==> config.mk <==
export PLATFORM = sky130hd
export DESIGN_NAME = hostx_txbuf
export DESIGN_NICKNAME = d
export VERILOG_FILES = /design/src/rtl/hostx_pkg.sv /design/src/rtl/hostx_decode.sv /design/src/rtl/hostx_pack.sv /design/src/rtl/hostx_fifo.sv /design/src/rtl/hostx_stall.sv /design/src/rtl/hostx_txbuf.sv
export SDC_FILE = /design/constraint.sdc
export NUM_CORES = 1
export LEC_CHECK = 0
export BUFFER_PORTS_ARGS = -buffer_cell sky130_fd_sc_hd__buf_2
export CAP_MARGIN = 20
export CORE_MARGIN = 5
export CORE_UTILIZATION = 33
export DETAILED_ROUTE_END_ITERATION = 7
export PLACE_DENSITY = 0.72
export SYNTH_ARGS = -nofsm -noshare
export SYNTH_HDL_FRONTEND = slang
export SYNTH_HIERARCHICAL = 1
export SYNTH_SLANG_ARGS = --single-unit
==> constraint.sdc <==
create_clock -name clk -period 2.8 [get_ports clk]
set_input_delay 0.28 -clock clk [delete_from_list [all_inputs] [get_ports clk]]
set_output_delay 0.28 -clock clk [all_outputs]
set_load 0.02 [all_outputs]
==> src/rtl/hostx_pkg.sv <==
`timescale 1ns/1ps
// hostx_pkg: shared word width and byte-placement codes for the transmit buffer.
// Assumes a 24-bit DSP word; all modules import from here.
package hostx_pkg;
    localparam int WORD_W = 24;

    typedef logic [WORD_W-1:0] word_t;

    typedef enum logic [1:0] {
        FMT_FULL24 = 2'd0,
        FMT_HIGH16 = 2'd1,
        FMT_LOW16  = 2'd2,
        FMT_LOW16B = 2'd3
    } fmt_e;
endpackage

==> src/rtl/hostx_decode.sv <==
`timescale 1ns/1ps
// hostx_decode: decides whether the current host address selects the buffer.
// Assumes the PCI window is aligned on a 64 KiB boundary given by pci_base.
module hostx_decode #(
    parameter logic [15:0] WIN_LO  = 16'h001C,
    parameter logic [15:0] WIN_HI  = 16'hFFFC,
    parameter int          GBASE_W = 8
) (
    input  logic               gen_mode,
    input  logic [31:0]        addr,
    input  logic [15:0]        pci_base,
    input  logic [GBASE_W-1:0] gen_base,
    output logic               hit
);
    logic [15:0] offs;
    logic        pci_hit;
    logic        gen_hit;

    // Window and slot compares for both decoders.
    always_comb begin
        offs    = addr[15:0];
        pci_hit = (addr[31:16] == pci_base) && (offs[1:0] == 2'b00)
                  && (offs >= WIN_LO) && (offs <= WIN_HI);
        gen_hit = (addr[3 +: GBASE_W] == gen_base) && (addr[2:0] == 3'b111);
        hit     = gen_mode ? gen_hit : pci_hit;
    end
endmodule

==> src/rtl/hostx_pack.sv <==
`timescale 1ns/1ps
// hostx_pack: places host data bytes into the 24-bit word by format code.
// Assumes byte enables play no part; unused bytes are zero.
module hostx_pack
    import hostx_pkg::*;
(
    input  logic [1:0]  fmt,
    input  logic [23:0] din,
    output word_t       word
);
    // Byte placement selected by the format code.
    always_comb begin
        unique case (fmt_e'(fmt))
            FMT_FULL24: word = din;
            FMT_HIGH16: word = {din[15:0], 8'h00};
            default:    word = {8'h00, din[15:0]};
        endcase
    end
endmodule

==> src/rtl/hostx_fifo.sv <==
`timescale 1ns/1ps
// hostx_fifo: circular word store drained through valid/ready.
// Assumes push is only raised when full is low; clr empties it synchronously.
module hostx_fifo
    import hostx_pkg::*;
#(
    parameter int DEPTH = 2,
    localparam int AW = (DEPTH > 1) ? $clog2(DEPTH) : 1,
    localparam int CW = $clog2(DEPTH + 1)
) (
    input  logic          clk,
    input  logic          rst_n,
    input  logic          clr,
    input  logic          push,
    input  word_t         wdata,
    input  logic          pop_rdy,
    output logic          valid,
    output word_t         rdata,
    output logic          full,
    output logic [CW-1:0] fill
);
    word_t         mem [DEPTH];
    logic [AW-1:0] wr_ptr;
    logic [AW-1:0] rd_ptr;
    logic          do_pop;

    function automatic logic [AW-1:0] bump(input logic [AW-1:0] p);
        return (p == AW'(DEPTH - 1)) ? '0 : p + 1'b1;
    endfunction

    // Status derived from the fill level.
    always_comb begin
        valid  = (fill != '0);
        full   = (fill == CW'(DEPTH));
        do_pop = pop_rdy && valid;
        rdata  = mem[rd_ptr];
    end

    // Pointer and fill-level update with reset and clear.
    always_ff @(posedge clk) begin
        if (!rst_n || clr) begin
            wr_ptr <= '0;
            rd_ptr <= '0;
            fill   <= '0;
        end else begin
            if (push)   wr_ptr <= bump(wr_ptr);
            if (do_pop) rd_ptr <= bump(rd_ptr);
            if (push && !do_pop)      fill <= fill + 1'b1;
            else if (!push && do_pop) fill <= fill - 1'b1;
        end
    end

    // Storage write; contents need no reset.
    always_ff @(posedge clk) begin
        if (push) mem[wr_ptr] <= wdata;
    end
endmodule

==> src/rtl/hostx_stall.sv <==
`timescale 1ns/1ps
// hostx_stall: answers a decoded host write with ack, wait or retry.
// Assumes the host holds its request until ack or retry, then drops it.
module hostx_stall #(
    parameter int MAX_WAIT = 8,
    localparam int NW = $clog2(MAX_WAIT + 1)
) (
    input  logic clk,
    input  logic rst_n,
    input  logic clr,
    input  logic req,
    input  logic full,
    input  logic gen_mode,
    input  logic wait_dis,
    output logic ack,
    output logic retry
);
    logic [NW-1:0] wcnt;

    // Response for the current cycle.
    always_comb begin
        ack   = req && !full;
        retry = 1'b0;
        if (req && full && !gen_mode)
            retry = wait_dis || (wcnt == NW'(MAX_WAIT));
    end

    // Counts wait cycles of the pending PCI write.
    always_ff @(posedge clk) begin
        if (!rst_n || clr || !req || ack || retry)
            wcnt <= '0;
        else if (full && !gen_mode)
            wcnt <= wcnt + 1'b1;
    end
endmodule

==> src/rtl/hostx_txbuf.sv <==
`timescale 1ns/1ps
// hostx_txbuf: top of the host-to-DSP transmit buffer front end.
// Assumes configuration inputs are quasi-static while a write is pending.
module hostx_txbuf
    import hostx_pkg::*;
#(
    parameter int DEPTH    = 2,
    parameter int MAX_WAIT = 8,
    localparam int CW = $clog2(DEPTH + 1)
) (
    input  logic        clk,
    input  logic        rst_n,
    input  logic        soft_rst,
    input  logic        soft_rst_pers,
    input  logic        cfg_generic,
    input  logic [1:0]  cfg_fmt,
    input  logic        cfg_wait_dis,
    input  logic        cfg_treq_en,
    input  logic        cfg_dma_en,
    input  logic [15:0] cfg_pci_base,
    input  logic [7:0]  cfg_gen_base,
    input  logic        h_wr,
    input  logic [31:0] h_addr,
    input  logic [31:0] h_data,
    input  logic [3:0]  h_be,
    output logic        h_ack,
    output logic        h_retry,
    output logic        tx_ready,
    output logic        req_stat,
    output logic        irq,
    output logic        dma_req,
    output logic        dsp_valid,
    output logic [23:0] dsp_data,
    input  logic        dsp_ready
);
    logic          addr_hit;
    logic          req_hit;
    logic          full;
    logic          clr;
    word_t         packed_w;
    logic [CW-1:0] fill;
    logic          unused_bits;

    // Byte enables and top data byte do not reach the buffer.
    assign unused_bits = ^{h_be, h_data[31:24]};

    // Request qualification, software clear and room signalling.
    always_comb begin
        clr      = soft_rst || soft_rst_pers;
        req_hit  = h_wr && addr_hit;
        tx_ready = !full;
        req_stat = tx_ready && cfg_treq_en;
        irq      = req_stat && !cfg_dma_en;
        dma_req  = req_stat && cfg_dma_en;
    end

    hostx_decode #(.WIN_LO(16'h001C), .WIN_HI(16'hFFFC), .GBASE_W(8)) i_decode (
        .gen_mode (cfg_generic),
        .addr     (h_addr),
        .pci_base (cfg_pci_base),
        .gen_base (cfg_gen_base),
        .hit      (addr_hit)
    );

    hostx_pack i_pack (
        .fmt  (cfg_fmt),
        .din  (h_data[23:0]),
        .word (packed_w)
    );

    hostx_stall #(.MAX_WAIT(MAX_WAIT)) i_stall (
        .clk      (clk),
        .rst_n    (rst_n),
        .clr      (clr),
        .req      (req_hit),
        .full     (full),
        .gen_mode (cfg_generic),
        .wait_dis (cfg_wait_dis),
        .ack      (h_ack),
        .retry    (h_retry)
    );

    hostx_fifo #(.DEPTH(DEPTH)) i_fifo (
        .clk     (clk),
        .rst_n   (rst_n),
        .clr     (clr),
        .push    (h_ack),
        .wdata   (packed_w),
        .pop_rdy (dsp_ready),
        .valid   (dsp_valid),
        .rdata   (dsp_data),
        .full    (full),
        .fill    (fill)
    );
endmodule

==> flow_metrics.py, run 1 <==
metrics = {
    "placed_design": {
        "dp_worst_setup_slack_ns": 0.215,
        "io_buffer_count": 122,
        "dpl-instance-area_mm2": 0.00361,
        "gp_congestion": 0.919,
        "dp.cells": 440,
        "place_hpwl_um": 5150,
    },
    "timing": {
        "finalCritPeriodShare_pct": 78.4,
        "hold_ws_ns": 0.279,
        "slew_violations": 0,
        "worst_slack_ns": 0.604,
        "period_minus_slack_ns": 2.20,
        "grt_setup_unrepaired": "false",
        "maxSlewHeadroom_pct": 77.5,
        "setup_tns_ns": 0,
        "skew_ns": 0.00647,
        "worstMarginPinSlew_ns": 0.338,
        "hold_violations": 0,
        "timing.fmax_mhz": 455,
        "setup_viol": 0,
    },
    "drt": {
        "vias_per_cell": 4.69,
        "drc": 0,
        "ant_nets": 0,
        "dr_total_vias": 2138,
        "wl_per_cell_um": 14.9,
        "drt_pass1_iterations": 4,
        "wirelength_um": 6790,
        "drt_iter0_markers": 65,
    },
    "synth": {
        "yosysUniqueCellTypes": 37,
        "synth-seq-area-share_pct": 56.5,
        "syn_nets": 321,
        "synthTopCellsByCount": "edfxtp_1, mux2_2, xor2_1, nor2_1, xnor2_1",
        "yosysTopAreaCell": "edfxtp_1",
        "synth_top_area_share_pct": 50.3,
        "yosysWarningCount": 6,
        "avgSynthCellArea_um2": 13.4,
        "synth_edf_count": 48,
        "yosys-top-cells-area": "edfxtp_1, mux2_2, dfxtp_1",
        "synth.most_common_cell": "edfxtp_1",
        "synth-seq-cells": 57,
        "synth_cells": 214,
        "yosys_most_used_dff": "edfxtp_1",
        "syn_area_mm2": 0.00287,
        "async_flop_share_pct": 0,
    },
    "cts": {
        "cts.sinks": 57,
        "clock_path_buffers": 2,
        "clkTransAtPathRegs_ns": 0.07,
        "clk_latency_ns": 0.33,
        "holdBufCountCts": 0,
        "cts_setup_buffers": 0,
        "cts_made_buffers": 9,
        "cts_tree": "yes",
        "clockRootBuffer": "clkbuf_8",
        "h-tree-depth": 3,
        "cts_resized": 0,
    },
    "floorplanning": {
        "dieHeight_um": 103,
        "initial_core_util_pct": 33.4,
        "die_area_mm2": 0.0107,
        "io_pins": 135,
        "rows": 34,
        "coreArea_mm2": 0.00859,
        "die_w_um": 103,
    },
    "setup_path": {
        "cp_max_fo": 5,
        "critPathRequiredTime_ns": 3.06,
        "critPathLaunchType": "input port",
        "endpoint_kind": "register",
        "critPathArrivalTime_ns": 2.46,
        "critical_path_class": "in2reg",
    },
    "global_routing": {
        "grt_use_total_pct": 12.9,
        "grt_overflow": 0,
        "grt_max_degree": 25,
        "antenna_found_initial": 0,
        "grt_pass1_wl_um": 10200,
        "grt_pass1_vias": 2297,
    },
    "job": {
        "cap_violations": 0,
    },
    "cells_and_area": {
        "stdcell_count": 456,
        "n_antenna_cell": 0,
        "final_cell_area_mm2": 0.00377,
        "drive_gt1_share_pct": 51.1,
        "final_net_count": 450,
        "area_growth_pct": 31.5,
    },
    "power": {
        "ir_drop_mv": 0.149,
        "p_leak_nw": 1.48,
        "powerDensity_mw_per_mm2": 457,
    },
    "worst_hold_path": {
        "hold_path.class": "in2reg",
    },
    "outcome": {
        "status": "complete, no violations",
    },
}
-- placed cells by master, fill, tap and decap left out, types with 3 or more instances in the layout --
cell type and count:
mux2i_1 8, xnor2_1 11, ha_1 3, and2_1 10, nand2_1 7, nand2b_1 3, nand3_1 3, dfxtp_1 9
nor2_1 12, a21oi_1 3, xor2_1 17, clkbuf_8 9, nor4_1 6, o21ai_0 3, inv_1 4, nand4_1 6
mux2_2 30, edfxtp_1 48, and2b_2 3, buf_2 122, clkinv_2 4
-- report_power, final --
part           internal, W  leakage (nW)  switching, W
clock             0.000314        0.0818      0.000320
combinational    0.0000909         0.905     0.0000755
sequential        0.000922         0.493  0.0000000236
-- through the flow --
step	power [W]	utilization, %
CTS	0.00175	43.9
finish	0.00172	43.9
floorplan	0.00102	-
detailed placement	0.00111	42.0
global placement	0.00110	42.0
global route	0.00180	43.9
-- logic make-up after synthesis --
kind of cell	share of synthesized area, %
compound gates	2.40
xor+xnor	8.55
fa+ha+maj	1.31
buf+inv	2.49
flops	56.5
mux	15.6
simple gates	13.1
-- cell type report --
class | count | area, um^2
clock buffer | 10 | 128
clock inverter | 6 | 35.0
fill | 823 | 4820
inverter | 4 | 15.0
multi-input combinational | 146 | 1180
sequential | 57 | 1620
tap | 108 | 135
timing repair buffer | 125 | 658
-- state kept, by name (all words and copies together), names as in the netlist, named ones only --
signal,count
i_stall/wcnt,4
i_fifo/rd_ptr,1
i_fifo/fill,2
i_fifo/mem,48
i_fifo/wr_ptr,1
-- per-layer routing --
metal / GRT usage, % / part of all wire, % / up-vias
li1: - / - / 1046
met1: 13.6 / 38 / 966
met2: 23.6 / 50 / 116
met3: 3.69 / 11 / 10
met4: 5.98 / 1.5 / 0
met5: 0 / 0 / -
-- worst max-delay path, cell delays in order --
cell     delay [ns]
buf_2          0.11
xnor2_1        0.18
nand3_1        0.08
or4_1          0.52
o21ai_0        0.08
and2_1         0.23
and2b_2        0.22
ha_1           0.27
or3_1          0.35
a21oi_1        0.14
-- final timing paths --
path	start	endpoint	slack, ns	cells past startpoint
worst max-delay path	h_addr[3]	i_fifo/fill[1]	0.60	10
worst min-delay path	h_data[5]	i_fifo/mem[0][5]	0.28	2
worst max register to register	i_fifo/fill[0]	i_fifo/fill[1]	0.97	5
worst min register to register	i_stall/wcnt[1]	i_stall/wcnt[1]	0.51	2
No activity file was read; power rests on OpenSTA's default activity.
==> inputs of run 2 (changes only) <==
Clock period 2.8 ns to 1.95 ns, I/O delays scaled along.
==> run 2 against run 1 <==
Effect of this change:
- the flow now finishes with violations (setup timing)
- critical path depth up 1
- sequential share of layout area shrank 1.9 points
- clock power rose by 42%
- clock-buffer cell count is the same
- die area is the same
- flip-flop and latch count stayed put
- power up 45%
- sequential power up 43%
- first-iteration DRC count unchanged
- highest routed layer unchanged
==> flow_metrics.py, run 2 (synthesis results as in run 1) <==
metrics = {
    "outcome": {
        "status": "finished, violations left",
        "violations": "setup timing",
    },
    "timing": {
        "hold_violations": 0,
        "worstMarginPinSlew_ns": 0.516,
        "finalCritPeriodShare_pct": 103,
        "timing.fmax_mhz": 497,
        "skew_ns": 0.00473,
        "grt_setup_unrepaired": "true",
        "period_minus_slack_ns": 2.01,
        "worst_slack_ns": -0.0637,
        "maxSlewHeadroom_pct": 65.2,
        "slew_violations": 0,
        "setup_viol": 3,
    },
    "cts": {
        "clkTransAtPathRegs_ns": 0.07,
        "holdBufCountCts": 0,
        "cts_made_buffers": 9,
        "clk_latency_ns": 0.32,
        "clock_path_buffers": 2,
        "h-tree-depth": 3,
        "cts_tree": "yes",
        "clockRootBuffer": "clkbuf_8",
        "cts.sinks": 57,
    },
    "cells_and_area": {
        "drive_gt1_share_pct": 55.4,
        "largest_reg_flops": 48,
        "regMostFlops": "i_fifo/mem",
        "final_cell_mix": "buf_2, edfxtp_1, mux2_2",
        "top_regs": "i_fifo/mem x48, i_stall/wcnt x4, i_fifo/fill x2",
        "nFillCells": 807,
        "area_growth_pct": 37.7,
        "n_antenna_cell": 0,
        "multiInputGateArea_mm2": 0.00126,
        "seqCellArea_mm2": 0.00162,
        "stdcell_count": 462,
        "final_common_cell": "buf_2",
        "final_net_count": 456,
        "final_cell_area_mm2": 0.00395,
    },
    "setup_path": {
        "critical_path_class": "in2reg",
        "cp-startpoint": "h_addr[5]",
        "cp_top_family": "simple AND/OR/NAND/NOR gates",
        "crit_cells": 11,
        "path_cells": "buf_6, xnor2_1, nand4_1, or4_1, o21ai_1, and2_4, and2b_4, ha_4, xor2_2, or3_1, a21oi_1",
        "cp_max_fo": 5,
        "critPathLaunchType": "input port",
        "reg2regPathDepth": 6,
        "max_stage_delay_ns": 0.51,
        "critPathArrivalTime_ns": 2.27,
        "r2r_slack_ns": 0.21,
        "critPathRequiredTime_ns": 2.20,
        "reg2reg_from": "i_fifo/fill[0]",
        "endpoint_kind": "register",
        "endpoint": "i_fifo/fill[1]",
        "r2r_end": "i_fifo/fill[1]",
        "crit_slowest_cell": "or4_1",
        "path_buf_inv": 1,
    },
    "floorplanning": {
        "io_pins": 135,
        "die_w_um": 103,
        "initial_core_util_pct": 33.4,
        "rows": 34,
        "die_area_mm2": 0.0107,
        "dieHeight_um": 103,
        "coreArea_mm2": 0.00859,
    },
    "drt": {
        "dr_total_vias": 2198,
        "drt_pass1_iterations": 4,
        "drc": 0,
        "ant_nets": 0,
        "wl_per_cell_um": 15.4,
        "vias_per_cell": 4.76,
        "drt_iter0_markers": 65,
        "wirelength_um": 7110,
    },
    "global_routing": {
        "globalRouteMet3Util_pct": 5.50,
        "grt_max_degree": 25,
        "grt-busiest-layer": "met2",
        "grt_use_met1_pct": 13.9,
        "grt_use_total_pct": 13.3,
        "grt_overflow": 0,
        "use_met2_pct": 24.7,
        "grt_pass1_wl_um": 10600,
        "grt_pass1_vias": 2370,
        "antenna_found_initial": 0,
    },
    "placed_design": {
        "dpl-instance-area_mm2": 0.00369,
        "place_hpwl_um": 5380,
        "dp_worst_setup_slack_ns": -0.371,
        "io_buffer_count": 122,
        "gp_congestion": 0.862,
        "dp.cells": 446,
    },
    "power": {
        "powerDensity_mw_per_mm2": 631,
        "p_leak_nw": 1.56,
        "finalPower_w": 0.00249,
        "ir_drop_mv": 0.297,
    },
    "job": {
        "cap_violations": 0,
    },
    "worst_hold_path": {
        "hold_path.class": "in2reg",
    },
}
## run 2: cell types whose count changed in the layout (fill, tap and decap cells not counted), moves of 2 or more
cell / change
xnor2_1: -6
buf_2: -8
xnor2_2: +6
buf_6: +8
and2_1: -2
buf_4: +6
## run 2: per-stage QoR
step                      hold slack [ns]  TNS (ns)  utilization (%)
after CTS                           0.175  -0.00320             45.1
after detailed placement            0.486    -14.85             42.9
final                               0.190   -0.0929             45.9
after global placement              0.473    -11.73             42.9
after floorplan                     0.411    -10.72                -
after global routing                0.180    -0.234             45.9
## run 2: cell type report
class / count / share of cell area (%)
multi-input cells: 146 / 31.9
well taps: 108 / 3.42
flip-flops and latches: 57 / 41.1
clock buffers: 10 / 3.23
inverters: 4 / 0.380
repair buffers: 131 / 19.1
clock inverters: 6 / 0.887
## run 2: worst min-delay path by stage
| stage | from | endpoint | slack, ns | cells past startpoint |
|---|---|---|---|---|
| global route | h_data[0] | i_fifo/mem[0][8] | 0.18 | 2 |
| detailed placement | i_fifo/rd_ptr | register | 0.49 | 2 |
| global placement | i_stall/wcnt[1] | i_stall/wcnt[1] | 0.47 | 2 |
| CTS | h_data[4] | i_fifo/mem[0][4] | 0.18 | 2 |
| floorplan | rst_n | i_fifo/fill[1] | 0.41 | 2 |
| finish | h_data[4] | i_fifo/mem[0][4] | 0.19 | 2 |
## run 2: power by group
| part | switching [W] | total [W] | internal, W |
|---|---|---|---|
| Clock | 0.000451 | 0.000901 | 0.000451 |
| Sequential | 0.0000000329 | 0.00132 | 0.00132 |
| Combinational | 0.000116 | 0.000265 | 0.000149 |
| Total | 0.000567 | 0.00249 | 0.00192 |
## run 2: timing repair
item / in CTS / in global routing
setup endpoints to repair: 3 / 48
resized for setup: 5 / 14
pin swaps: 3 / 7
setup buffers: 0 / 0
## run 2: per-layer routing
layer | up-vias | part of all wire (%)
met4 | 0 | 1.2
li1 | 1063 | -
met3 | 8 | 11
met5 | - | 0
met1 | 1008 | 37
met2 | 119 | 51
